`src/rtl/dmaseq_pkg.sv`:
```
package dmaseq_pkg;

  typedef enum logic [1:0] {
    SEQ_IDLE,
    SEQ_ARMED,
    SEQ_ACTIVE,
    SEQ_RECOVER
  } seqState_t;

  // strobes from control to datapath
  typedef struct packed {
    logic loadActive;
    logic loadRecover;
    logic captureIn;
    logic loadOut;
  } dpCtrl_t;

endpackage

```
`src/rtl/dmaSeqTiming.sv`:
```
module dmaSeqTiming #(
  parameter int NUM_CH = 2,
  parameter int CNT_W  = 4,
  parameter int CH_W   = 1
) (
  input  logic [CH_W-1:0]         chanSel,
  input  logic [NUM_CH-1:0]       fastEn,
  input  logic [NUM_CH*CNT_W-1:0] pioActive,
  input  logic [NUM_CH*CNT_W-1:0] pioRecover,
  input  logic [NUM_CH*CNT_W-1:0] fastActive,
  input  logic [NUM_CH*CNT_W-1:0] fastRecover,
  output logic [CNT_W-1:0]        actCnt,
  output logic [CNT_W-1:0]        recCnt
);

  localparam logic [CNT_W-1:0] MIN_CNT = CNT_W'(2);

  logic [CNT_W-1:0] pioActArr  [NUM_CH];
  logic [CNT_W-1:0] pioRecArr  [NUM_CH];
  logic [CNT_W-1:0] fastActArr [NUM_CH];
  logic [CNT_W-1:0] fastRecArr [NUM_CH];

  for (genvar g = 0; g < NUM_CH; g++) begin : gUnpack
    assign pioActArr[g]  = pioActive[g*CNT_W +: CNT_W];
    assign pioRecArr[g]  = pioRecover[g*CNT_W +: CNT_W];
    assign fastActArr[g] = fastActive[g*CNT_W +: CNT_W];
    assign fastRecArr[g] = fastRecover[g*CNT_W +: CNT_W];
  end

  logic [CH_W-1:0]  chIdx;
  logic             fastOn;
  logic [CNT_W-1:0] rawAct;
  logic [CNT_W-1:0] rawRec;

  // out-of-range channel numbers fall back to channel 0
  assign chIdx  = (int'(chanSel) < NUM_CH) ? chanSel : '0;
  assign fastOn = fastEn[chIdx];
  assign rawAct = fastOn ? fastActArr[chIdx] : pioActArr[chIdx];
  assign rawRec = fastOn ? fastRecArr[chIdx] : pioRecArr[chIdx];

  assign actCnt = (rawAct < MIN_CNT) ? MIN_CNT : rawAct;
  assign recCnt = (rawRec < MIN_CNT) ? MIN_CNT : rawRec;

endmodule

```
`src/rtl/dmaSeqDatapath.sv`:
```
module dmaSeqDatapath
  import dmaseq_pkg::*;
#(
  parameter int CNT_W  = 4,
  parameter int DATA_W = 16
) (
  input  logic              clk,
  input  logic              rstN,
  input  dpCtrl_t           ctl,
  input  logic [CNT_W-1:0]  actCnt,
  input  logic [CNT_W-1:0]  recCnt,
  input  logic [DATA_W-1:0] driveDataIn,
  input  logic [DATA_W-1:0] bufWordIn,
  output logic              cntZero,
  output logic [DATA_W-1:0] driveDataOut,
  output logic [DATA_W-1:0] bufWordOut
);

  localparam logic [CNT_W-1:0] ONE = CNT_W'(1);

  logic [CNT_W-1:0]  phaseCnt;
  logic [DATA_W-1:0] outWord;
  logic [DATA_W-1:0] inWord;

  // phase counter: loaded with width-1, zero marks the last cycle
  always_ff @(posedge clk or negedge rstN) begin
    if (!rstN) begin
      phaseCnt <= '0;
    end else if (ctl.loadActive) begin
      phaseCnt <= actCnt - ONE;
    end else if (ctl.loadRecover) begin
      phaseCnt <= recCnt - ONE;
    end else if (phaseCnt != '0) begin
      phaseCnt <= phaseCnt - ONE;
    end
  end

  always_ff @(posedge clk or negedge rstN) begin
    if (!rstN) begin
      outWord <= '0;
      inWord  <= '0;
    end else begin
      if (ctl.loadOut)   outWord <= bufWordIn;
      if (ctl.captureIn) inWord  <= driveDataIn;
    end
  end

  assign cntZero      = (phaseCnt == '0);
  assign driveDataOut = outWord;
  assign bufWordOut   = inWord;

endmodule

```
`src/rtl/dmaSeqCtrl.sv`:
```
module dmaSeqCtrl
  import dmaseq_pkg::*;
(
  input  logic    clk,
  input  logic    rstN,
  input  logic    runEn,
  input  logic    dirToDrive,
  input  logic    dmaReq,
  input  logic    bufReady,
  input  logic    cntZero,
  output logic    dmaAck,
  output logic    rdStrobe,
  output logic    wrStrobe,
  output logic    wordDone,
  output dpCtrl_t ctl
);

  seqState_t state, nState;
  logic ackR, nAck;
  logic strobeR, nStrobe;
  logic dirR, nDir;
  logic contR, nCont;
  logic doneR, nDone;
  logic startAct;

  always_comb begin
    nState   = state;
    nAck     = ackR;
    nStrobe  = strobeR;
    nDir     = dirR;
    nCont    = contR;
    nDone    = 1'b0;
    ctl      = '0;
    startAct = 1'b0;

    case (state)
      SEQ_IDLE: begin
        if (runEn && dmaReq) begin
          nAck   = 1'b1;
          nState = SEQ_ARMED;
        end
      end
      SEQ_ARMED: begin
        if (!runEn) begin
          nAck   = 1'b0;
          nState = SEQ_IDLE;
        end else if (bufReady) begin
          startAct = 1'b1;
        end
      end
      SEQ_ACTIVE: begin
        if (cntZero) begin
          // strobe falls on this edge; request sampled on the same edge
          nStrobe         = 1'b0;
          nState          = SEQ_RECOVER;
          ctl.loadRecover = 1'b1;
          ctl.captureIn   = !dirR;
          nDone           = !dirR;
          nCont           = dmaReq && runEn;
        end
      end
      SEQ_RECOVER: begin
        if (!contR) nAck = 1'b0;
        if (cntZero) begin
          if (!contR) begin
            nState = SEQ_IDLE;
          end else if (!runEn) begin
            nAck   = 1'b0;
            nState = SEQ_IDLE;
          end else if (bufReady) begin
            startAct = 1'b1;
          end else begin
            nState = SEQ_ARMED;
          end
        end
      end
      default: nState = SEQ_IDLE;
    endcase

    if (startAct) begin
      nState         = SEQ_ACTIVE;
      nStrobe        = 1'b1;
      nDir           = dirToDrive;
      ctl.loadActive = 1'b1;
      ctl.loadOut    = dirToDrive;
      nDone          = dirToDrive;
    end
  end

  always_ff @(posedge clk or negedge rstN) begin
    if (!rstN) begin
      state   <= SEQ_IDLE;
      ackR    <= 1'b0;
      strobeR <= 1'b0;
      dirR    <= 1'b0;
      contR   <= 1'b0;
      doneR   <= 1'b0;
    end else begin
      state   <= nState;
      ackR    <= nAck;
      strobeR <= nStrobe;
      dirR    <= nDir;
      contR   <= nCont;
      doneR   <= nDone;
    end
  end

  assign dmaAck   = ackR;
  assign rdStrobe = strobeR && !dirR;
  assign wrStrobe = strobeR && dirR;
  assign wordDone = doneR;

endmodule

```
`src/rtl/dmaHandshakeSeq.sv`:
```
module dmaHandshakeSeq
  import dmaseq_pkg::*;
#(
  parameter int NUM_CH = 2,
  parameter int CNT_W  = 4,
  parameter int DATA_W = 16,
  localparam int CH_W  = (NUM_CH > 1) ? $clog2(NUM_CH) : 1
) (
  input  logic                    clk,
  input  logic                    rstN,
  input  logic                    runEn,
  input  logic                    dirToDrive,
  input  logic [CH_W-1:0]         chanSel,
  input  logic [NUM_CH-1:0]       fastEn,
  input  logic [NUM_CH*CNT_W-1:0] pioActive,
  input  logic [NUM_CH*CNT_W-1:0] pioRecover,
  input  logic [NUM_CH*CNT_W-1:0] fastActive,
  input  logic [NUM_CH*CNT_W-1:0] fastRecover,
  input  logic                    dmaReq,
  output logic                    dmaAck,
  output logic                    rdStrobe,
  output logic                    wrStrobe,
  input  logic [DATA_W-1:0]       driveDataIn,
  output logic [DATA_W-1:0]       driveDataOut,
  input  logic                    bufReady,
  input  logic [DATA_W-1:0]       bufWordIn,
  output logic [DATA_W-1:0]       bufWordOut,
  output logic                    wordDone
);

  dpCtrl_t          ctl;
  logic             cntZero;
  logic [CNT_W-1:0] actCnt;
  logic [CNT_W-1:0] recCnt;

  dmaSeqTiming #(.NUM_CH(NUM_CH), .CNT_W(CNT_W), .CH_W(CH_W)) u_timing (
    .chanSel     (chanSel),
    .fastEn      (fastEn),
    .pioActive   (pioActive),
    .pioRecover  (pioRecover),
    .fastActive  (fastActive),
    .fastRecover (fastRecover),
    .actCnt      (actCnt),
    .recCnt      (recCnt)
  );

  dmaSeqCtrl u_ctrl (
    .clk        (clk),
    .rstN       (rstN),
    .runEn      (runEn),
    .dirToDrive (dirToDrive),
    .dmaReq     (dmaReq),
    .bufReady   (bufReady),
    .cntZero    (cntZero),
    .dmaAck     (dmaAck),
    .rdStrobe   (rdStrobe),
    .wrStrobe   (wrStrobe),
    .wordDone   (wordDone),
    .ctl        (ctl)
  );

  dmaSeqDatapath #(.CNT_W(CNT_W), .DATA_W(DATA_W)) u_dp (
    .clk          (clk),
    .rstN         (rstN),
    .ctl          (ctl),
    .actCnt       (actCnt),
    .recCnt       (recCnt),
    .driveDataIn  (driveDataIn),
    .bufWordIn    (bufWordIn),
    .cntZero      (cntZero),
    .driveDataOut (driveDataOut),
    .bufWordOut   (bufWordOut)
  );

endmodule

```
`config.mk`:
```
export PLATFORM = sky130hd
export DESIGN_NAME = dmaHandshakeSeq
export DESIGN_NICKNAME = d
export VERILOG_FILES = /design/src/rtl/dmaseq_pkg.sv /design/src/rtl/dmaSeqTiming.sv /design/src/rtl/dmaSeqDatapath.sv /design/src/rtl/dmaSeqCtrl.sv /design/src/rtl/dmaHandshakeSeq.sv
export SDC_FILE = /design/constraint.sdc
export NUM_CORES = 1
export LEC_CHECK = 0
export BUFFER_PORTS_ARGS = -buffer_cell sky130_fd_sc_hd__buf_2
export CAP_MARGIN = 10
export CORE_MARGIN = 2
export CORE_UTILIZATION = 49
export CTS_CLUSTER_DIAMETER = 80
export CTS_CLUSTER_SIZE = 12
export DETAILED_ROUTE_END_ITERATION = 10
export PLACE_DENSITY = 0.92
export SYNTH_ARGS = -nofsm -noshare
export SYNTH_HDL_FRONTEND = slang
export SYNTH_SLANG_ARGS = --single-unit
```
`constraint.sdc`:
```
create_clock -name clk -period 6.7 [get_ports clk]
set_input_delay 1.005 -clock clk [delete_from_list [all_inputs] [get_ports clk]]
set_output_delay 1.005 -clock clk [all_outputs]
set_load 0.01 [all_outputs]
```
==> impl_metrics.py, run 1 <==
metrics = {
    "status": {
        "outcome": "finished, final reports clean",
    },
    "sta": {
        "hold_viol": 0,
        "fmax_ghz": 0.376,
        "holdWs_ns": 0.502,
        "maxSlewViolCount": 0,
        "setup_viol": 0,
        "fin_crit_sh": 0.397,
        "min_period_ns": 2.66,
        "worst_slew_pin_slew_ns": 0.937,
        "fin_tns_setup_ns": 0,
        "clock_skew_ns": 0.00673,
        "rsz0062_at_grt": "no",
        "slew_headroom": 0.376,
    },
    "cts": {
        "root_buffer": "clkbuf_8",
        "cts_tree": "done",
        "cts-resized-gates": 0,
        "clock_path_buffers": 2,
        "cts.sinks": 43,
        "path_clk_slew_ns": 0.08,
        "clock_latency_ns": 0.30,
        "numCtsBuffers": 5,
        "cts_hold_buffers": 0,
        "post_cts_buffers": 0,
        "htreeDepth": 2,
    },
    "global_routing": {
        "antenna_found_initial": 0,
        "grt_pass1_vias": 1902,
        "grt_max_degree": 44,
        "grt_pass1_wl_um": 8200,
        "gr-total-overflow": 0,
        "grt.total_usage": 0.203,
    },
    "flow_run": {
        "max_cap_violations": 0,
    },
    "finish": {
        "nets": 368,
        "n_fill_cell": 343,
        "areaGrowthSynthToFinish_pct": 29.5,
        "regArea_mm2": 0.00108,
        "num_antenna_cells": 0,
        "fin_cells": 347,
        "multi_input_area_mm2": 0.00107,
        "drive_gt1_frac": 0.525,
    },
    "drt": {
        "ant_nets": 0,
        "drt-pass1-iter-count": 4,
        "vias_per_cell": 5.39,
        "wl_met3_um": 216,
        "routed_wl_um": 4950,
        "wire_per_inst_um": 14.3,
        "wl_met1_um": 2010,
        "drc": 0,
        "via_count": 1871,
        "routed-wl-met2_um": 2680,
        "top_layer": "met4",
        "initialDrtViolationCount": 63,
    },
    "worst_setup_path": {
        "worstReg2RegEnd": "u_dp.phaseCnt[2]",
        "required_ns": 6.91,
        "worstSetupStartpointType": "primary input",
        "critPathKind": "primary input to flip-flop",
        "cp_max_fo": 13,
        "r2r-start": "u_dp.phaseCnt[3]",
        "reg2reg_slack_ns": 4.04,
        "critPathArrivalTime_ns": 2.88,
        "rr_worst_depth": 7,
        "crit_path_end_kind": "flip-flop",
    },
    "placed_design": {
        "place.gp.congestion": 0.878,
        "dpl.hpwl_um": 3890,
        "portBuffers": 108,
        "dp_cells": 339,
    },
    "die": {
        "ios": 109,
        "num_rows": 24,
        "die_w_um": 71.1,
        "dieArea_mm2": 0.00505,
        "core-area_mm2": 0.00435,
        "die_y_um": 71.1,
        "start_util": 0.506,
    },
    "power_and_ir_drop": {
        "intPower_uw": 705,
        "seq_power_share": 0.422,
        "vdd_drop_max_v": 0.000216,
        "p_per_area_mw_per_mm2": 384,
        "fin_total_pwr_mw": 1.10,
        "pwr-share-clk": 0.152,
        "switchingPower_uw": 390,
        "static-leakage-power_nw": 1.47,
        "swShare": 0.356,
        "pwr-share-comb": 0.426,
    },
    "yosys": {
        "async_flop_share": 1.00,
        "synth_area_mm2": 0.00220,
        "yosys.cell_types.count": 46,
        "yosysWarnings": 0,
        "synth_cells": 186,
        "ys_ff_latch": 43,
        "syn_nets": 260,
        "ys.flop_type": "dfrtp_1",
        "synth_edf_count": 0,
        "yosysSeqAreaShare": 0.488,
        "syn_avg_cell_area_um2": 11.9,
    },
    "min_path": {
        "hold_class": "flip-flop to flip-flop",
        "min_path_cells": 2,
        "worstHoldStart": "u_ctrl.strobeR",
        "hold_end": "u_ctrl.strobeR",
    },
}
==> synthesized netlist by cell type, types with 2 or more instances <==
cell type   n  share of area
a211oi_1    5          0.017
a31oi_1     3         0.0085
inv_1       4         0.0068
o311ai_0    2         0.0079
buf_2       2         0.0045
nor3_1      5          0.011
a21oi_1     3         0.0068
o21a_1      2         0.0068
a21o_1      2         0.0068
mux2_4      8          0.054
dfrtp_1    43           0.49
o31ai_1     2         0.0068
nor2_1     10          0.017
o31a_1      3          0.012
mux2_2     25           0.13
clkbuf_1    2         0.0034
nand2_1    14          0.024
mux2i_1    13          0.059
nor2b_1     3         0.0085
nand4_1     2         0.0057
o21ai_0     7          0.016
buf_6       2          0.010
==> registers in the layout, indices dropped and copies added, names as in the netlist, named ones only <==
register and flops:
u_dp.driveDataOut 16, u_ctrl.wordDone 1, u_ctrl.dmaAck 1, u_ctrl.state 1, u_dp.phaseCnt 4, u_ctrl.strobeR 1
u_ctrl.dirR 1, u_dp.bufWordOut 16, u_ctrl.contR 1
==> cell families after synthesis <==
group                    Yosys count  synth area share
multiplexers                      46             0.241
AND/OR/NAND/NOR                   47             0.111
buffers and inverters             11            0.0284
AO/OA/AOI/OAI                     38             0.126
adder cells (fa/ha/maj)            1           0.00567
flip-flops                        43             0.488
==> per-stage QoR <==
stage	setup WS (ns)	utilization	instance area, µm²
3_3_place_gp	3.87	0.634	2760
3_5_place_dp	3.72	0.634	2760
6_report	4.04	0.656	2860
5_1_grt	3.80	0.656	2860
4_1_cts	4.06	0.656	2860
2_1_floorplan	3.92	-	2200
==> critical path: stages <==
cell	delay, ns
buf_2	0.24
o311ai_0	0.20
o31a_1	0.14
o32a_1	0.29
a22o_1	0.24
ha_1	0.21
or3_1	0.37
a21oi_1	0.17
==> routing by layer <==
layer  global-route usage  vias up
li1                     -      906
met5                    0        -
met2                0.368       66
met1                0.238      890
met3               0.0427        9
met4               0.0713        0
==> layout by cell type, fill, tap and decap left out, drive strengths merged, types with 2 or more instances in the layout <==
| cell type | netlist | final |
|---|---|---|
| nor2b | 3 | 3 |
| mux2 | 33 | 33 |
| o21a | 2 | 2 |
| mux2i | 13 | 13 |
| inv | 4 | 5 |
| o31a | 3 | 3 |
| a211oi | 5 | 5 |
| clkbuf | 2 | 5 |
| o31ai | 2 | 2 |
| a31oi | 3 | 3 |
| buf | 5 | 108 |
| nand4 | 2 | 2 |
| a21o | 2 | 2 |
| nor2 | 11 | 11 |
| dfrtp | 43 | 43 |
| clkinvlp | 0 | 2 |
| nor3 | 5 | 5 |
| o311ai | 2 | 2 |
| a21oi | 3 | 3 |
| o21ai | 8 | 8 |
| nand2 | 15 | 15 |
==> power groups by stage <==
| stage | Combinational [mW] | Sequential (mW) | Clock [mW] |
|---|---|---|---|
| floorplan | 0.261 | 0.500 | 0 |
| global placement | 0.456 | 0.456 | 0 |
| detailed placement | 0.472 | 0.466 | 0 |
| CTS | 0.473 | 0.462 | 0.174 |
| global route | 0.515 | 0.480 | 0.185 |
| finish | 0.466 | 0.462 | 0.167 |
==> layout make-up <==
class,instances,area share
sequential,43,0.377
multi-input combinational,132,0.373
timing repair buffer,108,0.189
clock buffer,5,0.0241
tap,52,0.0228
clock inverter,3,0.00833
inverter,4,0.00526
==> worst max-delay path by stage <==
stage / start / end / slack [ns] / cells past startpoint
2_1_floorplan: chanSel / u_dp.phaseCnt[2] / 3.92 / 8
3_3_place_gp: fastEn[0] / u_dp.phaseCnt[2] / 3.87 / 8
3_5_place_dp: fastEn[0] / u_dp.phaseCnt[2] / 3.72 / 8
4_1_cts: u_dp.phaseCnt[3] / u_dp.phaseCnt[2] / 4.06 / 7
5_1_grt: u_dp.phaseCnt[3] / u_dp.phaseCnt[2] / 3.80 / 7
6_report: fastEn[0] / u_dp.phaseCnt[2] / 4.04 / 8
Power figures use the tool's default switching activity.
==> inputs of run 2 (changes only) <==
CORE_UTILIZATION = 41   (was 49)
PLACE_DENSITY = 0.83   (was 0.92)
clock period = 2.23 ns   (was 6.7 ns; I/O delays follow)
==> run 2 against run 1 <==
Against the previous run:
- largest cell class is now multi-input gates
- clock-buffer cell count grew 1
- highest routed layer unchanged
- power rose to 3.2 times the previous value
- final area up 5.7%
==> impl_metrics.py, run 2 (synthesis gave the netlist of run 1 again) <==
metrics = {
    "status": {
        "outcome": "finished, final reports clean",
    },
    "die": {
        "die_w_um": 77.3,
        "dieArea_mm2": 0.00598,
        "start_util": 0.429,
        "ios": 109,
        "core-area_mm2": 0.00514,
        "num_rows": 26,
        "die_y_um": 77.3,
    },
    "global_routing": {
        "gr-total-overflow": 0,
        "grt_pass1_wl_um": 8220,
        "antenna_found_initial": 0,
        "grt_max_degree": 44,
        "grt.total_usage": 0.168,
        "grt_pass1_vias": 1859,
    },
    "placed_design": {
        "dp_slack_ns": 0.0163,
        "dpl.hpwl_um": 4020,
        "place.gp.congestion": 0.871,
        "portBuffers": 108,
        "dp_cells": 368,
        "placed_area_mm2": 0.00288,
    },
    "sta": {
        "fin_ws_ns": 0.0532,
        "maxSlewViolCount": 0,
        "worst_slew_pin_slew_ns": 0.903,
        "fin_crit_sh": 0.976,
        "setup_viol": 0,
        "slew_headroom": 0.398,
        "rsz0062_at_grt": "yes",
        "min_period_ns": 2.18,
        "clock_skew_ns": 0.00836,
        "hold_viol": 0,
        "fmax_ghz": 0.459,
    },
    "worst_setup_path": {
        "crit_path_end_kind": "flip-flop",
        "critPathArrivalTime_ns": 2.38,
        "cp_top_family": "simple AND/OR/NAND/NOR gates",
        "slowest_stage": "or4_4",
        "slowest_delay_ns": 0.59,
        "cp_cell_sequence": "or4_4 > o21ai_4 > nor2_1 > a22o_1 > ha_2 > or3_1 > a21oi_1",
        "worstSetupStartpointType": "flip-flop",
        "cp_max_fo": 4,
        "required_ns": 2.44,
        "critPathBufInv": 0,
        "critPathKind": "flip-flop to flip-flop",
    },
    "finish": {
        "fin_cells": 378,
        "regArea_mm2": 0.00108,
        "areaGrowthSynthToFinish_pct": 36.9,
        "nets": 381,
        "utilization": 0.587,
        "num_antenna_cells": 0,
        "multi_input_area_mm2": 0.00108,
        "n_fill_cell": 451,
        "layout_common_cells": "108 x buf_2, 43 x dfrtp_1, 25 x mux2_2, 14 x nand2_1",
        "final_common_cell": "buf_2",
        "final_cell_area_mm2": 0.00302,
        "drive_gt1_frac": 0.552,
    },
    "power_and_ir_drop": {
        "pwr-share-clk": 0.170,
        "swShare": 0.333,
        "vdd_drop_max_v": 0.000859,
        "switchingPower_mw": 1.18,
        "fin_total_pwr_mw": 3.54,
        "p_per_area_mw_per_mm2": 1170,
        "intPower_mw": 2.36,
        "pwr-share-comb": 0.445,
        "seq_power_share": 0.385,
        "static-leakage-power_nw": 1.56,
    },
    "cts": {
        "htreeDepth": 2,
        "root_buffer": "clkbuf_8",
        "cts_tree": "done",
        "clock_path_buffers": 2,
        "cts.sinks": 43,
        "numCtsBuffers": 5,
        "clock_latency_ns": 0.28,
        "path_clk_slew_ns": 0.08,
    },
    "drt": {
        "vias_per_cell": 5.04,
        "drt-pass1-iter-count": 4,
        "ant_nets": 0,
        "via_count": 1907,
        "initialDrtViolationCount": 34,
        "wire_per_inst_um": 13.2,
        "routed_wl_um": 5010,
        "drc": 0,
    },
    "flow_run": {
        "max_cap_violations": 0,
    },
    "min_path": {
        "hold_class": "primary input to async pin",
    },
}
[run 2: metrics by stage]
stage / setup TNS (ns) / hold WS, ns
floorplan: -0.0620 / 0.0389
global placement: 0 / 0.479
detailed placement: 0 / 0.479
CTS: 0 / 0.196
global route: -0.00997 / 0.250
finish: 0 / 0.175
[run 2: path summary, 6_finish.rpt]
kind	from	end	slack, ns	cells past startpoint
worst max-delay path	u_dp.phaseCnt[2]	u_dp.phaseCnt[2]	0.05	7
worst min-delay path	rstN	u_dp.driveDataOut[3]	0.18	1
worst max register to register	u_dp.phaseCnt[2]	u_dp.phaseCnt[2]	0.05	7
worst min register to register	u_ctrl.strobeR	u_ctrl.strobeR	0.50	2
max in group asynchronous	rstN	u_dp.bufWordOut[0]	1.49	1
min in group clk	bufWordIn[8]	u_dp.driveDataOut[8]	0.28	2
[run 2: what timing repair did]
action,in CTS,in global routing
endpoints found under the setup margin,0,1
resized for setup,0,1
buffers inserted,0,2
endpoints found under the hold margin,0,0
hold buffers,0,0
[run 2: final cells by class]
type / count / share of cell area
tap: 70 / 0.0290
sequential: 43 / 0.357
multi-input combinational: 132 / 0.359
timing repair buffer: 121 / 0.211
clock buffer: 6 / 0.0274
inverter: 4 / 0.00498
clock inverter: 2 / 0.0116
[run 2: per-layer routing]
| layer | vias up | wire length, µm | global-route usage |
|---|---|---|---|
| li1 | 935 | - | - |
| met4 | 0 | 14 | 0.0304 |
| met2 | 56 | 2650 | 0.313 |
| met5 | - | 0 | 0 |
| met1 | 914 | 2100 | 0.201 |
| met3 | 2 | 244 | 0.0360 |
[run 2: power groups by stage]
stage,clock (mW),combinational [mW],sequential [mW]
5_1_grt,0.645,1.71,1.42
3_3_place_gp,0,1.52,1.34
3_5_place_dp,0,1.56,1.37
4_1_cts,0.618,1.56,1.36
6_report,0.599,1.57,1.36
2_1_floorplan,0,0.787,1.51
